==> config.mk <==
export PLATFORM = sky130hd
export DESIGN_NAME = dmamap_router
export DESIGN_NICKNAME = d
export VERILOG_FILES = /design/src/rtl/dmamap_pkg.sv /design/src/rtl/dmamap_regs.sv /design/src/rtl/dmamap_pend.sv /design/src/rtl/dmamap_lookup.sv /design/src/rtl/dmamap_router.sv
export SDC_FILE = /design/constraint.sdc
export NUM_CORES = 1
export LEC_CHECK = 0
export ABC_AREA = 1
export CAP_MARGIN = 20
export CORE_MARGIN = 2
export CORE_UTILIZATION = 64
export DETAILED_ROUTE_END_ITERATION = 10
export DONT_BUFFER_PORTS = 1
export PLACE_DENSITY = 0.8
export SYNTH_ARGS = -nofsm -noshare
export SYNTH_HDL_FRONTEND = slang
export SYNTH_SLANG_ARGS = --single-unit
==> constraint.sdc <==
create_clock -name clk -period 2.45 [get_ports clk]
set_input_delay 0.245 -clock clk [delete_from_list [all_inputs] [get_ports clk]]
set_output_delay 0.245 -clock clk [all_outputs]
set_load 0.02 [all_outputs]
==> src/rtl/dmamap_pkg.sv <==
package dmamap_pkg;

    localparam int MAP_W   = 16;
    localparam int IDX_LSB = 12;
    localparam int IDX_W   = MAP_W - IDX_LSB;
    localparam int MEM_BIT = 6;

    typedef logic [MAP_W-1:0] map_word_t;
    typedef logic [IDX_W-1:0] idx_t;

    // Field view of one map word.
    typedef struct packed {
        idx_t                          idx;
        logic [IDX_LSB-MEM_BIT-2:0]    rsvd_hi;
        logic                          mem;
        logic [MEM_BIT-1:0]            rsvd_lo;
    } map_fields_t;

    // Default map word for a channel after reset.
    function automatic map_word_t reset_map(int ch, int mem_base, int n_periph);
        map_word_t w;
        if (ch < mem_base) begin
            w = map_word_t'((ch % n_periph) << IDX_LSB);
        end else begin
            w = map_word_t'(1) << MEM_BIT;
        end
        return w;
    endfunction

    function automatic logic is_bad_index(map_fields_t f, int n_periph);
        return (!f.mem) && (int'(f.idx) >= n_periph);
    endfunction

endpackage

==> src/rtl/dmamap_regs.sv <==
module dmamap_regs
    import dmamap_pkg::*;
#(
    parameter int NUM_CH     = 16,
    parameter int NUM_PERIPH = 12,
    parameter int MEM_BASE   = 12,
    localparam int CH_W      = (NUM_CH > 1) ? $clog2(NUM_CH) : 1
) (
    input  logic                      clk,
    input  logic                      rst,
    input  logic                      wr_en,
    input  logic [CH_W-1:0]           wr_ch,
    input  map_word_t                 wr_data,
    output map_word_t [NUM_CH-1:0]    maps,
    output idx_t      [NUM_CH-1:0]    idx_vec,
    output logic      [NUM_CH-1:0]    mem_vec,
    output logic      [NUM_CH-1:0]    bad_vec
);

    for (genvar g = 0; g < NUM_CH; g++) begin : g_ch
        localparam map_word_t RST_WORD = reset_map(g, MEM_BASE, NUM_PERIPH);
        map_word_t   word_q;
        map_fields_t fld;

        always_ff @(posedge clk) begin
            if (rst) begin
                word_q <= RST_WORD;
            end else if (wr_en && (wr_ch == CH_W'(g))) begin
                word_q <= wr_data;
            end
        end

        assign fld        = map_fields_t'(word_q);
        assign maps[g]    = word_q;
        assign idx_vec[g] = fld.idx;
        assign mem_vec[g] = fld.mem;
        assign bad_vec[g] = is_bad_index(fld, NUM_PERIPH);
    end

endmodule

==> src/rtl/dmamap_pend.sv <==
module dmamap_pend #(
    parameter int NUM_PERIPH = 12,
    localparam int P_W       = (NUM_PERIPH > 1) ? $clog2(NUM_PERIPH) : 1
) (
    input  logic                  clk,
    input  logic                  rst,
    input  logic [NUM_PERIPH-1:0] req,
    output logic [NUM_PERIPH-1:0] pend,
    output logic                  sel_valid,
    output logic [P_W-1:0]        sel_idx
);

    logic [NUM_PERIPH-1:0] pend_q;
    logic [NUM_PERIPH-1:0] grant;

    // Lowest pending index wins.
    always_comb begin
        sel_valid = 1'b0;
        sel_idx   = '0;
        for (int p = NUM_PERIPH - 1; p >= 0; p--) begin
            if (pend_q[p]) begin
                sel_valid = 1'b1;
                sel_idx   = P_W'(p);
            end
        end
    end

    always_comb begin
        for (int p = 0; p < NUM_PERIPH; p++) begin
            grant[p] = sel_valid && (sel_idx == P_W'(p));
        end
    end

    always_ff @(posedge clk) begin
        if (rst) begin
            pend_q <= '0;
        end else begin
            pend_q <= (pend_q & ~grant) | req;
        end
    end

    assign pend = pend_q;

endmodule

==> src/rtl/dmamap_lookup.sv <==
module dmamap_lookup
    import dmamap_pkg::*;
#(
    parameter int NUM_CH = 16,
    localparam int CH_W  = (NUM_CH > 1) ? $clog2(NUM_CH) : 1
) (
    input  idx_t [NUM_CH-1:0] idx_vec,
    input  logic [NUM_CH-1:0] mem_vec,
    input  idx_t              want,
    output logic              hit,
    output logic [CH_W-1:0]   hit_ch
);

    // Scan from the top so the lowest matching channel is kept last.
    always_comb begin
        hit    = 1'b0;
        hit_ch = '0;
        for (int c = NUM_CH - 1; c >= 0; c--) begin
            if (!mem_vec[c] && (idx_vec[c] == want)) begin
                hit    = 1'b1;
                hit_ch = CH_W'(c);
            end
        end
    end

endmodule

==> src/rtl/dmamap_router.sv <==
module dmamap_router
    import dmamap_pkg::*;
#(
    parameter int NUM_CH     = 16,
    parameter int NUM_PERIPH = 12,
    parameter int MEM_BASE   = 12,
    localparam int CH_W      = (NUM_CH > 1) ? $clog2(NUM_CH) : 1,
    localparam int P_W       = (NUM_PERIPH > 1) ? $clog2(NUM_PERIPH) : 1
) (
    input  logic                  clk,
    input  logic                  rst,
    input  logic                  wr_en,
    input  logic [CH_W-1:0]       wr_ch,
    input  logic [MAP_W-1:0]      wr_data,
    input  logic [NUM_PERIPH-1:0] req,
    input  logic [CH_W-1:0]       q_ch,
    output logic [MAP_W-1:0]      q_map,
    output logic                  q_is_mem,
    output logic [CH_W-1:0]       q_peer,
    output logic [NUM_CH-1:0]     bad_cfg,
    output logic [NUM_CH-1:0]     ch_irq,
    output logic                  err_nomap
);

    map_word_t [NUM_CH-1:0] maps;
    idx_t      [NUM_CH-1:0] idx_vec;
    logic      [NUM_CH-1:0] mem_vec;
    logic [NUM_PERIPH-1:0]  pend_vec;
    logic                   sel_valid;
    logic [P_W-1:0]         sel_idx;
    logic                   hit;
    logic [CH_W-1:0]        hit_ch;
    logic [NUM_CH-1:0]      irq_nx;

    dmamap_regs #(
        .NUM_CH(NUM_CH), .NUM_PERIPH(NUM_PERIPH), .MEM_BASE(MEM_BASE)
    ) u_regs (
        .clk(clk), .rst(rst), .wr_en(wr_en), .wr_ch(wr_ch), .wr_data(wr_data),
        .maps(maps), .idx_vec(idx_vec), .mem_vec(mem_vec), .bad_vec(bad_cfg)
    );

    dmamap_pend #(.NUM_PERIPH(NUM_PERIPH)) u_pend (
        .clk(clk), .rst(rst), .req(req),
        .pend(pend_vec), .sel_valid(sel_valid), .sel_idx(sel_idx)
    );

    dmamap_lookup #(.NUM_CH(NUM_CH)) u_lookup (
        .idx_vec(idx_vec), .mem_vec(mem_vec), .want(idx_t'(sel_idx)),
        .hit(hit), .hit_ch(hit_ch)
    );

    always_comb begin
        for (int c = 0; c < NUM_CH; c++) begin
            irq_nx[c] = sel_valid && hit && (hit_ch == CH_W'(c));
        end
    end

    always_ff @(posedge clk) begin
        if (rst) begin
            ch_irq    <= '0;
            err_nomap <= 1'b0;
        end else begin
            ch_irq    <= irq_nx;
            err_nomap <= sel_valid && !hit;
        end
    end

    // Query port: map word, memory flag and paired channel.
    assign q_map    = maps[q_ch];
    assign q_is_mem = q_map[MEM_BIT];
    assign q_peer   = q_ch ^ CH_W'(1);

endmodule

==> results of run 1 <==
-- Yosys cell counts, drive strengths merged (6+ instances only) --
cell type / n
nor3: 17
nand3: 69
o22ai: 11
dfxtp: 285
clkbuf: 129
xor2: 7
o2111ai: 12
a21oi: 158
o221ai: 34
o21ai: 400
nand2: 137
o211ai: 14
inv: 130
nor2: 483
buf: 14
clkinv: 6
-- sequential cells by signal, summed over array words and instances, names as in the netlist --
register	count
ch_irq	16
err_nomap	1
u_pend.pend	12
u_regs.g_ch.fld	256
-- power groups by stage --
| stage | clock network, W | logic, W | registers (W) |
|---|---|---|---|
| global placement | 0 | 0.00110 | 0.00494 |
| global route | 0.00476 | 0.00161 | 0.00486 |
| finish | 0.00455 | 0.00149 | 0.00485 |
| detailed placement | 0 | 0.00113 | 0.00494 |
| floorplan | 0 | 0.000894 | 0.00492 |
| CTS | 0.00455 | 0.00132 | 0.00484 |
-- cells by family (layout without fill, tap and decap cells) --
| kind of cell | Yosys count | in the layout | share of synthesized area |
|---|---|---|---|
| other | 0 | 1 | 0 |
| and+or+nand+nor | 712 | 712 | 0.218 |
| AOI/OAI and AO/OA | 635 | 635 | 0.261 |
| xor gates and xnor gates | 10 | 10 | 0.00661 |
| buffers and inverters | 279 | 304 | 0.0837 |
| DFF | 285 | 285 | 0.430 |
-- per-layer routing --
layer	wire length (um)	share of wire	up-vias
li1	-	-	6419
met1	16300	0.38	6272
met5	0	0	-
met4	2210	0.051	0
met3	4370	0.10	181
met2	20100	0.47	834
-- area by class of cell --
| type | count | share of cell area |
|---|---|---|
| well taps | 270 | 0.0220 |
| multi-input cells | 1357 | 0.439 |
| clock buffers | 45 | 0.0591 |
| inverters | 136 | 0.0345 |
| flip-flops and latches | 285 | 0.372 |
| repair buffers | 114 | 0.0674 |
| diodes | 1 | 0.000163 |
| clock inverters | 9 | 0.00554 |
-- repair_timing --
item	4_1_cts	5_1_grt
cloned	0	0
hold endpoints to repair	268	0
buffers inserted	2	16
pin swaps	8	21
endpoints found under the setup margin	16	17
resized for setup	33	55
hold buffers	29	0
-- layout by cell type (no fill, tap or decap), drive strengths merged --
cell type,count
a2111oi,1
a211oi,3
a21oi,158
a221oi,1
a31oi,1
buf,85
bufinv,1
clkbuf,45
clkinv,13
dfxtp,285
diode,1
dlygate4sd3,29
inv,131
nand2,137
nand3,69
nand4,4
nor2,483
nor3,17
o2111ai,12
o211ai,14
o21ai,400
o221ai,34
o22ai,11
or2,2
xnor2,3
xor2,7
-- per-stage QoR --
step / setup TNS, ns / instance area [um2] / hold slack, ns
after floorplan: 0 / 13300 / 0.345
after global placement: 0 / 13600 / 0.320
after detailed placement: -1.12 / 13600 / 0.321
after CTS: -0.0766 / 15000 / 0.0166
after global routing: -7.54 / 15400 / 0.0530
final: -2.26 / 15400 / 0.0437
-- worst max-delay path, delay by kind of cell, from the launching register on --
family                 cells  cell delay, ns
buffers and inverters      2            0.19
flip-flops                 1            0.36
AND/OR/NAND/NOR           29            2.01
-- final timing paths --
path                            end  slack (ns)  cells after the start
max                       ch_irq[1]       -0.18                     31
min          u_regs.g_ch[4].fld[14]        0.04                      2
max reg2reg               ch_irq[1]       -0.18                     31
min reg2reg   u_regs.g_ch[0].fld[2]        0.45                      2
==> qor.txt, run 1 <==
Status -> finished with violations
Failing checks -> setup timing
Detailed Routing Iterations Pass 1 -> 6
Vias per inst -> 6.18
I/O Buffers -> 0
Die X -> 148 um
Register bit total from synthesis -> 285
Avg Cell Area, Syn -> 6.90 um2
GPL Wtd Cong -> 0.943
Reg clk slew, reported paths -> 0.06 ns
Num rows -> 52
Final Hold Fails -> 0
Pwr dens -> 709 nW/um2
Critical path's slowest cell -> dfxtp_2
H-tree depth -> 1
CP Capture Type -> flop
Number of global-route vias before repair -> 12700
M3 GR Usage -> 0.0670
Worst Slack Setup Final -> -0.179 ns
Clock Power Share -> 0.418
Worst vdd ir -> 655 uV
Combinational share of power -> 0.137
CTS Buf Count -> 30
Sequential cell area -> 5710 um2
Hold_sp -> rst
Post-synth top area cell -> dfxtp_1
Die H -> 148 um
Met2 Use GR -> 0.621
Overall power -> 0.0109 W
Share of layout cells above drive strength 1 -> 0.118
Total GRT Usage -> 0.374
Max Fclk -> 380 MHz
Number of I/O pins -> 93
Routed WL -> 43000 um
Critical R2R Launch -> u_pend.pend[10]
Slew headroom -> 0.340
Netlist cell types -> 37
Worst Setup SP -> u_pend.pend[10]
P_leak -> 6.40 nW
Finished Layout Cells -> 2217
Setup violators final -> 17
Final cycle utilization of the critical path -> 1.07
Fillers -> 1593
Worst setup SP type -> flop
Initial antenna violation count -> 1
M1 GR Usage -> 0.478
Reg power frac -> 0.446
Worst min path class -> in -> reg
Worst-Skew Late Latency -> 0.55 ns
Die ar. -> 21900 um2
Fin. max-slew vios -> 0
Initial core utilization -> 0.653
Largest net degree at the start of global routing -> 134
Sw Share -> 0.272
Number of synthesized flops with an enable pin -> 0
Worst path max stage delay -> 0.36 ns
Min Tclk post-route -> 2.63 ns
Synth warn -> 0
MaxCap Viol Count -> 0
Final nets -> 1963
Crit-path most repeated cell -> nand2_1
GR peak layer -> met2
Worst-margin pin slew -> 0.987 ns
Clock skew -> 0.00700 ns
DRC errors left -> 0
Area grow syn2layout -> 15.8%
First-pass GRT wire length -> 66300 um
Synth area leaders -> dfxtp_1 (43%), o21ai_0 (15%), nor2_1 (14%), a21oi_1 (5.8%), clkbuf_1 (3.7%)
CP Max Fanout -> 4
Unrepaired setup endpoints after global routing -> true
Yosys top cell area share -> 0.430
Clock Root Buffer -> clkbuf_16
Wirelength per Cell -> 19.4 um
Detailed-route via count -> 13700
Asr flop ratio synth -> 0
Final ANT Viol Nets -> 0
Clock sink count -> 285
Data arrival time of the critical path -> 3.11 ns
Mapped cell area -> 13300 um2
Net Switching -> 0.00296 W
Pint -> 0.00793 W
Prevailing post-synth register cell -> dfxtp_1
Crit Path Category -> reg -> reg
Core region area -> 20300 um2
CP required -> 2.93 ns
Detailed Place HPWL -> 26200 um
Max clock buf depth -> 3
Starting DRT DRC Count -> 1433
Dpl cells -> 2116
Multi-input gate area -> 6740 um2
Synthesized net count -> 1960
Fin util -> 0.756
Aggregate global routing overflow -> 0
CTS tree -> done
Dpl ws -> -0.113 ns
Post-Syn Instances -> 1921
Sequential share of the synthesized area -> 0.430
Power figures use the tool's default switching activity.
==> run 2, diff against run 1 <==
--- a/config.mk
+++ b/config.mk
@@ -8,10 +8,10 @@
 export ABC_AREA = 1
 export CAP_MARGIN = 20
 export CORE_MARGIN = 2
-export CORE_UTILIZATION = 64
+export CORE_UTILIZATION = 58
 export DETAILED_ROUTE_END_ITERATION = 10
 export DONT_BUFFER_PORTS = 1
-export PLACE_DENSITY = 0.8
+export PLACE_DENSITY = 0.76
 export SYNTH_ARGS = -nofsm -noshare
 export SYNTH_HDL_FRONTEND = slang
 export SYNTH_SLANG_ARGS = --single-unit
==> constraint.sdc (replaced) <==
create_clock -name clk -period 2.3 [get_ports clk]
set_input_delay 0.23 -clock clk [delete_from_list [all_inputs] [get_ports clk]]
set_output_delay 0.23 -clock clk [all_outputs]
set_load 0.02 [all_outputs]
==> qor.txt, run 2 (synthesis results as in run 1) <==
Initial core utilization -> 0.587 (-0.0658)
Clock skew -> 0.0159 ns (+0.00893 ns)
Min Tclk post-route -> 2.54 ns (-0.0854 ns)
Overall power -> 0.0119 W (+9.0%)
Final nets -> 1976 (+0.66%)
Largest net degree at the start of global routing -> 134 (unchanged)
Reg clk slew, reported paths -> 0.06 ns (about the same)
Area grow syn2layout -> 17.0%
Final ANT Viol Nets -> 0 (unchanged)
Vias per inst -> 6.07 (-1.8%)
Die H -> 155 um (+4.9%)
Worst Setup SP -> u_pend.pend[6]
CP Capture Type -> flop
Reg power frac -> 0.436 (-0.010)
Clock Power Share -> 0.438 (+0.020)
Failing checks -> setup timing
Core region area -> 22600 um2 (+11%)
Crit-path most repeated cell -> nand2_1
Final instance area -> 15500 um2 (+1.0%)
Number of I/O pins -> 93 (unchanged)
Leading cell type in the layout, fill and taps excluded -> nor2_1
Starting DRT DRC Count -> 1342 (-6.4%)
WHS Path Cells -> 4 (+2)
Max clock buf depth -> 3 (unchanged)
DRC errors left -> 0 (unchanged)
Critical path's slowest cell -> dfxtp_2
Worst-margin pin slew -> 1.01 ns (+0.0208 ns)
Setup violators final -> 16 (-1)
Max Fclk -> 393 MHz (+3.4%)
Critical R2R Launch -> u_pend.pend[6]
Combinational share of power -> 0.127 (-0.010)
Final cycle utilization of the critical path -> 1.11 (+0.0328)
Clock Root Buffer -> clkbuf_16
Pint -> 0.00869 W (+9.6%)
Worst Slack Setup Final -> -0.243 ns (-0.0646 ns)
Worst-Skew Late Latency -> 0.58 ns (+0.03 ns)
Sw Share -> 0.267 (-0.00462)
Fin util -> 0.687 (-0.0693)
Worst path max stage delay -> 0.33 ns (-0.03 ns)
Die ar. -> 24100 um2 (+10%)
Data arrival time of the critical path -> 3.01 ns (-0.10 ns)
Fillers -> 1947 (+22%)
Final Hold Fails -> 0 (unchanged)
Unrepaired setup endpoints after global routing -> true
Hold_sp -> wr_ch[0]
Status -> finished with violations
Slew headroom -> 0.326 (-0.0139)
Reg2Reg Setup Slack -> -0.24 ns (-0.06 ns)
Detailed-route via count -> 13600 (-0.45%)
Dpl ws -> -0.333 ns (-0.220 ns)
Initial antenna violation count -> 2 (+1)
Detailed Routing Iterations Pass 1 -> 6 (unchanged)
CP required -> 2.77 ns (-0.16 ns)
Worst min path class -> in -> reg
Num rows -> 55 (+5.8%)
Worst vdd ir -> 633 uV (-3.4%)
Sequential cell area -> 5710 um2 (about the same)
End of the critical path -> ch_irq[12]
CTS Buf Count -> 30 (unchanged)
Worst r2r dst -> ch_irq[12]
First-pass GRT wire length -> 68400 um (+3.2%)
Crit Path Category -> reg -> reg
Aggregate global routing overflow -> 0 (unchanged)
Largest register FFs -> 256 (unchanged)
Reg2Reg Depth -> 27 (-13%)
GPL Wtd Cong -> 0.955 (+1.3%)
I/O Buffers -> 0 (unchanged)
Die X -> 155 um (+4.9%)
P_leak -> 6.49 nW (+1.5%)
Routed WL -> 43700 um (+1.5%)
Detailed Place HPWL -> 26900 um (+2.8%)
Area after DPL -> 13800 um2 (+1.4%)
Multi-input gate area -> 6650 um2 (-1.4%)
Number of global-route vias before repair -> 12700 (+0.12%)
MaxCap Viol Count -> 0 (unchanged)
Wirelength per Cell -> 19.4 um (about the same)
Most frequent cells in the layout -> nor2_1 (472), o21ai_0 (387), dfxtp_1 (281)
CP Max Fanout -> 4 (unchanged)
Total GRT Usage -> 0.352 (-0.0221)
Share of layout cells above drive strength 1 -> 0.119 (+0.00114)
Clock sink count -> 285 (unchanged)
CTS tree -> done
Fin. max-slew vios -> 0 (unchanged)
H-tree depth -> 1 (unchanged)
Net Switching -> 0.00317 W (+7.1%)
Pwr dens -> 765 nW/um2 (+7.9%)
Worst setup SP type -> flop
## run 2: cell count changes in the layout (fill, tap and decap cells not counted), sizes merged
| cell | delta |
|---|---|
| buf | +11 |
| diode | +1 |
| clkinv | -1 |
| dlygate4sd3 | +1 |
| clkinvlp | +2 |
| nand2 | +1 |
| bufinv | +2 |
| inv | -1 |
## run 2: what timing repair did
item,in CTS,in global routing
pin swaps,25,24
hold buffers,30,0
endpoints found under the hold margin,268,0
gates resized for setup,37,28
setup buffers,7,4
gates cloned,0,1
setup endpoints to repair,16,17
## run 2: worst min path at each step
stage,to
floorplan,u_regs.g_ch[5].fld[12]
global placement,u_pend.pend[8]
detailed placement,u_pend.pend[10]
CTS,u_regs.g_ch[2].fld[8]
global route,u_regs.g_ch[2].fld[3]
finish,u_regs.g_ch[2].fld[8]
## run 2: power by group through the flow
stage / Combinational, W / Clock [W] / Sequential (W)
global placement: 0.00122 / 0 / 0.00527
detailed placement: 0.00124 / 0 / 0.00527
global route: 0.00164 / 0.00541 / 0.00518
floorplan: 0.000953 / 0 / 0.00525
CTS: 0.00144 / 0.00522 / 0.00516
finish: 0.00150 / 0.00519 / 0.00517
## run 2: cell type report
type	instances	area share
clock buffer	45	0.0591
inverter	136	0.0340
tap	285	0.0230
multi-input combinational	1358	0.429
sequential	285	0.368
clock inverter	11	0.0106
antenna	2	0.000323
timing repair buffer	126	0.0759
## run 2: routing by layer
metal  global-route usage  vias up  part of all wire
li1                     -     6437                 -
met1                0.447     6327              0.39
met2                0.579      727              0.47
met3               0.0749      153             0.098
met4                0.160        0             0.040
met5                    0        -                 0
## run 2: through the flow
stage	hold slack (ns)	cells	setup TNS [ns]
finish	0.0348	2248	-3.27
global route	0.0659	2248	-7.28
CTS	0.0133	2241	-2.37
detailed placement	0.307	2148	-4.77
global placement	0.303	2148	-5.17
floorplan	0.330	1921	0
## run 2: worst max-delay path: cells and delay by family, from the launching register on
kind / cells / cell delay (ns)
buffers and inverters: 2 / 0.23
DFF: 1 / 0.33
and+or+nand+nor: 25 / 1.86
==> run 3, diff against run 2 <==
--- a/config.mk
+++ b/config.mk
@@ -7,7 +7,7 @@
 export LEC_CHECK = 0
 export ABC_AREA = 1
 export CAP_MARGIN = 20
-export CORE_MARGIN = 2
+export CORE_MARGIN = 4
 export CORE_UTILIZATION = 58
 export DETAILED_ROUTE_END_ITERATION = 10
 export DONT_BUFFER_PORTS = 1
==> qor.txt, run 3 (synthesis results as in run 1) <==
Final ANT Viol Nets -> 0 (unchanged)
Fin. max-slew vios -> 0 (unchanged)
Worst Setup SP -> u_pend.pend[8]
Clock sink count -> 285 (unchanged)
Die ar. -> 25300 um2 (+5.2%)
First-pass GRT wire length -> 69500 um (+1.6%)
Number of global-route vias before repair -> 12500 (-1.3%)
Fin util -> 0.692 (+0.00532)
Detailed Routing Iterations Pass 1 -> 7 (+1)
Met2 wire length -> 20900 um (+1.4%)
Reg2Reg Depth -> 22 (-19%)
Final Hold Slack -> 0.0746 ns (+0.0399 ns)
Failing checks -> setup timing
Reg clk slew, reported paths -> 0.06 ns (about the same)
Vias per inst -> 5.99 (-1.3%)
Leading cell type in the layout, fill and taps excluded -> nor2_1
Data arrival time of the critical path -> 3.05 ns (+0.04 ns)
I/O Buffers -> 0 (unchanged)
Final setup TNS -> -3.52 ns (-0.252 ns)
Final nets -> 1987 (+0.56%)
Setup violators final -> 16 (unchanged)
Largest net degree at the start of global routing -> 134 (unchanged)
Initial core utilization -> 0.587 (unchanged)
Highest metal layer with signal wires -> met4
Met3 WL -> 3780 um (-11%)
Worst min path class -> in -> reg
Critical path's slowest cell -> dfxtp_2
H-tree depth -> 1 (unchanged)
MaxCap Viol Count -> 0 (unchanged)
Worst r2r dst -> ch_irq[14]
Overall power -> 0.0117 W (-1.7%)
Clock Root Buffer -> clkbuf_16
Status -> finished with violations
Crit Path Category -> reg -> reg
GPL Wtd Cong -> 0.978 (+2.4%)
Initial antenna violation count -> 1 (-1)
Worst path max stage delay -> 0.32 ns (about the same)
Num rows -> 55 (unchanged)
Aggregate global routing overflow -> 0 (unchanged)
P_leak -> 6.52 nW (+0.42%)
CP required -> 2.80 ns (+0.03 ns)
Max Fclk -> 392 MHz (-0.36%)
Pwr dens -> 746 nW/um2 (-2.5%)
Reg2Reg Setup Slack -> -0.25 ns (about the same)
Hold_sp -> wr_ch[1]
Core region area -> 22600 um2 (unchanged)
Detailed Place HPWL -> 27700 um (+2.9%)
Largest register FFs -> 256 (unchanged)
Most frequent cells in the layout -> nor2_1 (470), o21ai_0 (387), dfxtp_1 (277)
Max clock buf depth -> 3 (unchanged)
Worst setup SP type -> flop
CP Max Fanout -> 6 (+2)
Critical Path, Cell by Cell -> inv_2, nand2_1, o21ai_2, nand3_2, nand2_2, nand2_4, buf_4, xor2_1, a21oi_1, o2111ai_2, nand2_1, nand2_1, nand2_1, nand2_1, nand2_1, nand2_1, nand2_1, nand2_2, nand2_4, buf_6, nand3_4, nor2_2
Finished Layout Cells -> 2257 (+0.40%)
Slew headroom -> 0.397 (+0.0706)
Critical R2R Launch -> u_pend.pend[8]
Min Tclk post-route -> 2.55 ns (+0.00930 ns)
Crit-path most repeated cell -> nand2_1
Worst Slack Setup Final -> -0.252 ns (-0.00930 ns)
M1 WL -> 17600 um (+3.5%)
Wirelength per Cell -> 19.5 um (+0.51%)
Starting DRT DRC Count -> 1449 (+8.0%)
Die H -> 159 um (+2.6%)
Final cycle utilization of the critical path -> 1.11 (+0.00404)
CTS tree -> done
Worst-margin pin slew -> 0.902 ns (-0.106 ns)
CP Capture Type -> flop
Routed WL -> 44100 um (+0.92%)
CTS Buf Count -> 30 (unchanged)
Die X -> 159 um (+2.6%)
Worst-Skew Late Latency -> 0.58 ns (about the same)
Dpl cells -> 2145 (-0.14%)
Clock skew -> 0.0164 ns (+0.000490 ns)
Share of layout cells above drive strength 1 -> 0.126 (+0.00700)
Unrepaired setup endpoints after global routing -> true
Area grow syn2layout -> 17.9%
DRC errors left -> 0 (unchanged)
Detailed-route via count -> 13500 (-0.95%)
Final Hold Fails -> 0 (unchanged)
Worst vdd ir -> 722 uV (+14%)
WHS Path Cells -> 5 (+1)
Total GRT Usage -> 0.332 (-0.0199)
Number of I/O pins -> 93 (unchanged)
Hold Crit Endpoint -> u_regs.g_ch[3].fld[13]
-- run 3: power by group --
group | total [W] | switching, W | internal [W]
Sequential | 0.00517 | 0.0000964 | 0.00507
Clock | 0.00483 | 0.00204 | 0.00279
Combinational | 0.00166 | 0.00105 | 0.000607
Total | 0.0117 | 0.00319 | 0.00846
-- run 3: repair_timing --
item / CTS / global route
resized for setup: 38 / 58
endpoints found under the setup margin: 16 / 18
buffers inserted: 8 / 17
hold endpoints to repair: 268 / 0
hold buffers: 30 / 0
pin swaps: 14 / 44
-- run 3: cell type report --
class	count	area [um2]
fill	1950	6940
multi-input combinational	1357	6730
sequential	285	5720
timing repair buffer	138	1290
clock buffer	47	895
inverter	136	539
tap	285	357
clock inverter	8	100
antenna	1	2.50
-- run 3: how the worst max path moves through the flow --
| stage | to | slack, ns | depth (start not counted) |
|---|---|---|---|
| after floorplan | ch_irq[4] | 0.1 | 29 |
| after global placement | ch_irq[4] | -0.21 | 28 |
| after detailed placement | ch_irq[12] | -0.29 | 26 |
| after CTS | ch_irq[9] | -0.16 | 25 |
| after global routing | ch_irq[11] | -0.52 | 24 |
| final | ch_irq[14] | -0.25 | 22 |
-- run 3: stage by stage --
stage	cell area, um2	worst slack (ns)
final	15600	-0.252
after global routing	15600	-0.518
after CTS	15200	-0.164
after detailed placement	13800	-0.288
after global placement	13800	-0.209
after floorplan	13300	0.0956
-- run 3: worst max-delay path: cells and delay by family (launching register included) --
family / cells / cell delay [ns]
and+or+nand+nor: 15 / 1.21
AOI/OAI and AO/OA: 3 / 0.45
buffers and inverters: 3 / 0.35
DFF: 1 / 0.32
xor gates and xnor gates: 1 / 0.14
-- run 3: routing by layer --
| metal | up-vias | global-route usage |
|---|---|---|
| met2 | 656 | 0.559 |
| met1 | 6263 | 0.433 |
| met3 | 137 | 0.0580 |
| met4 | 0 | 0.119 |
| li1 | 6458 | - |
| met5 | - | 0 |
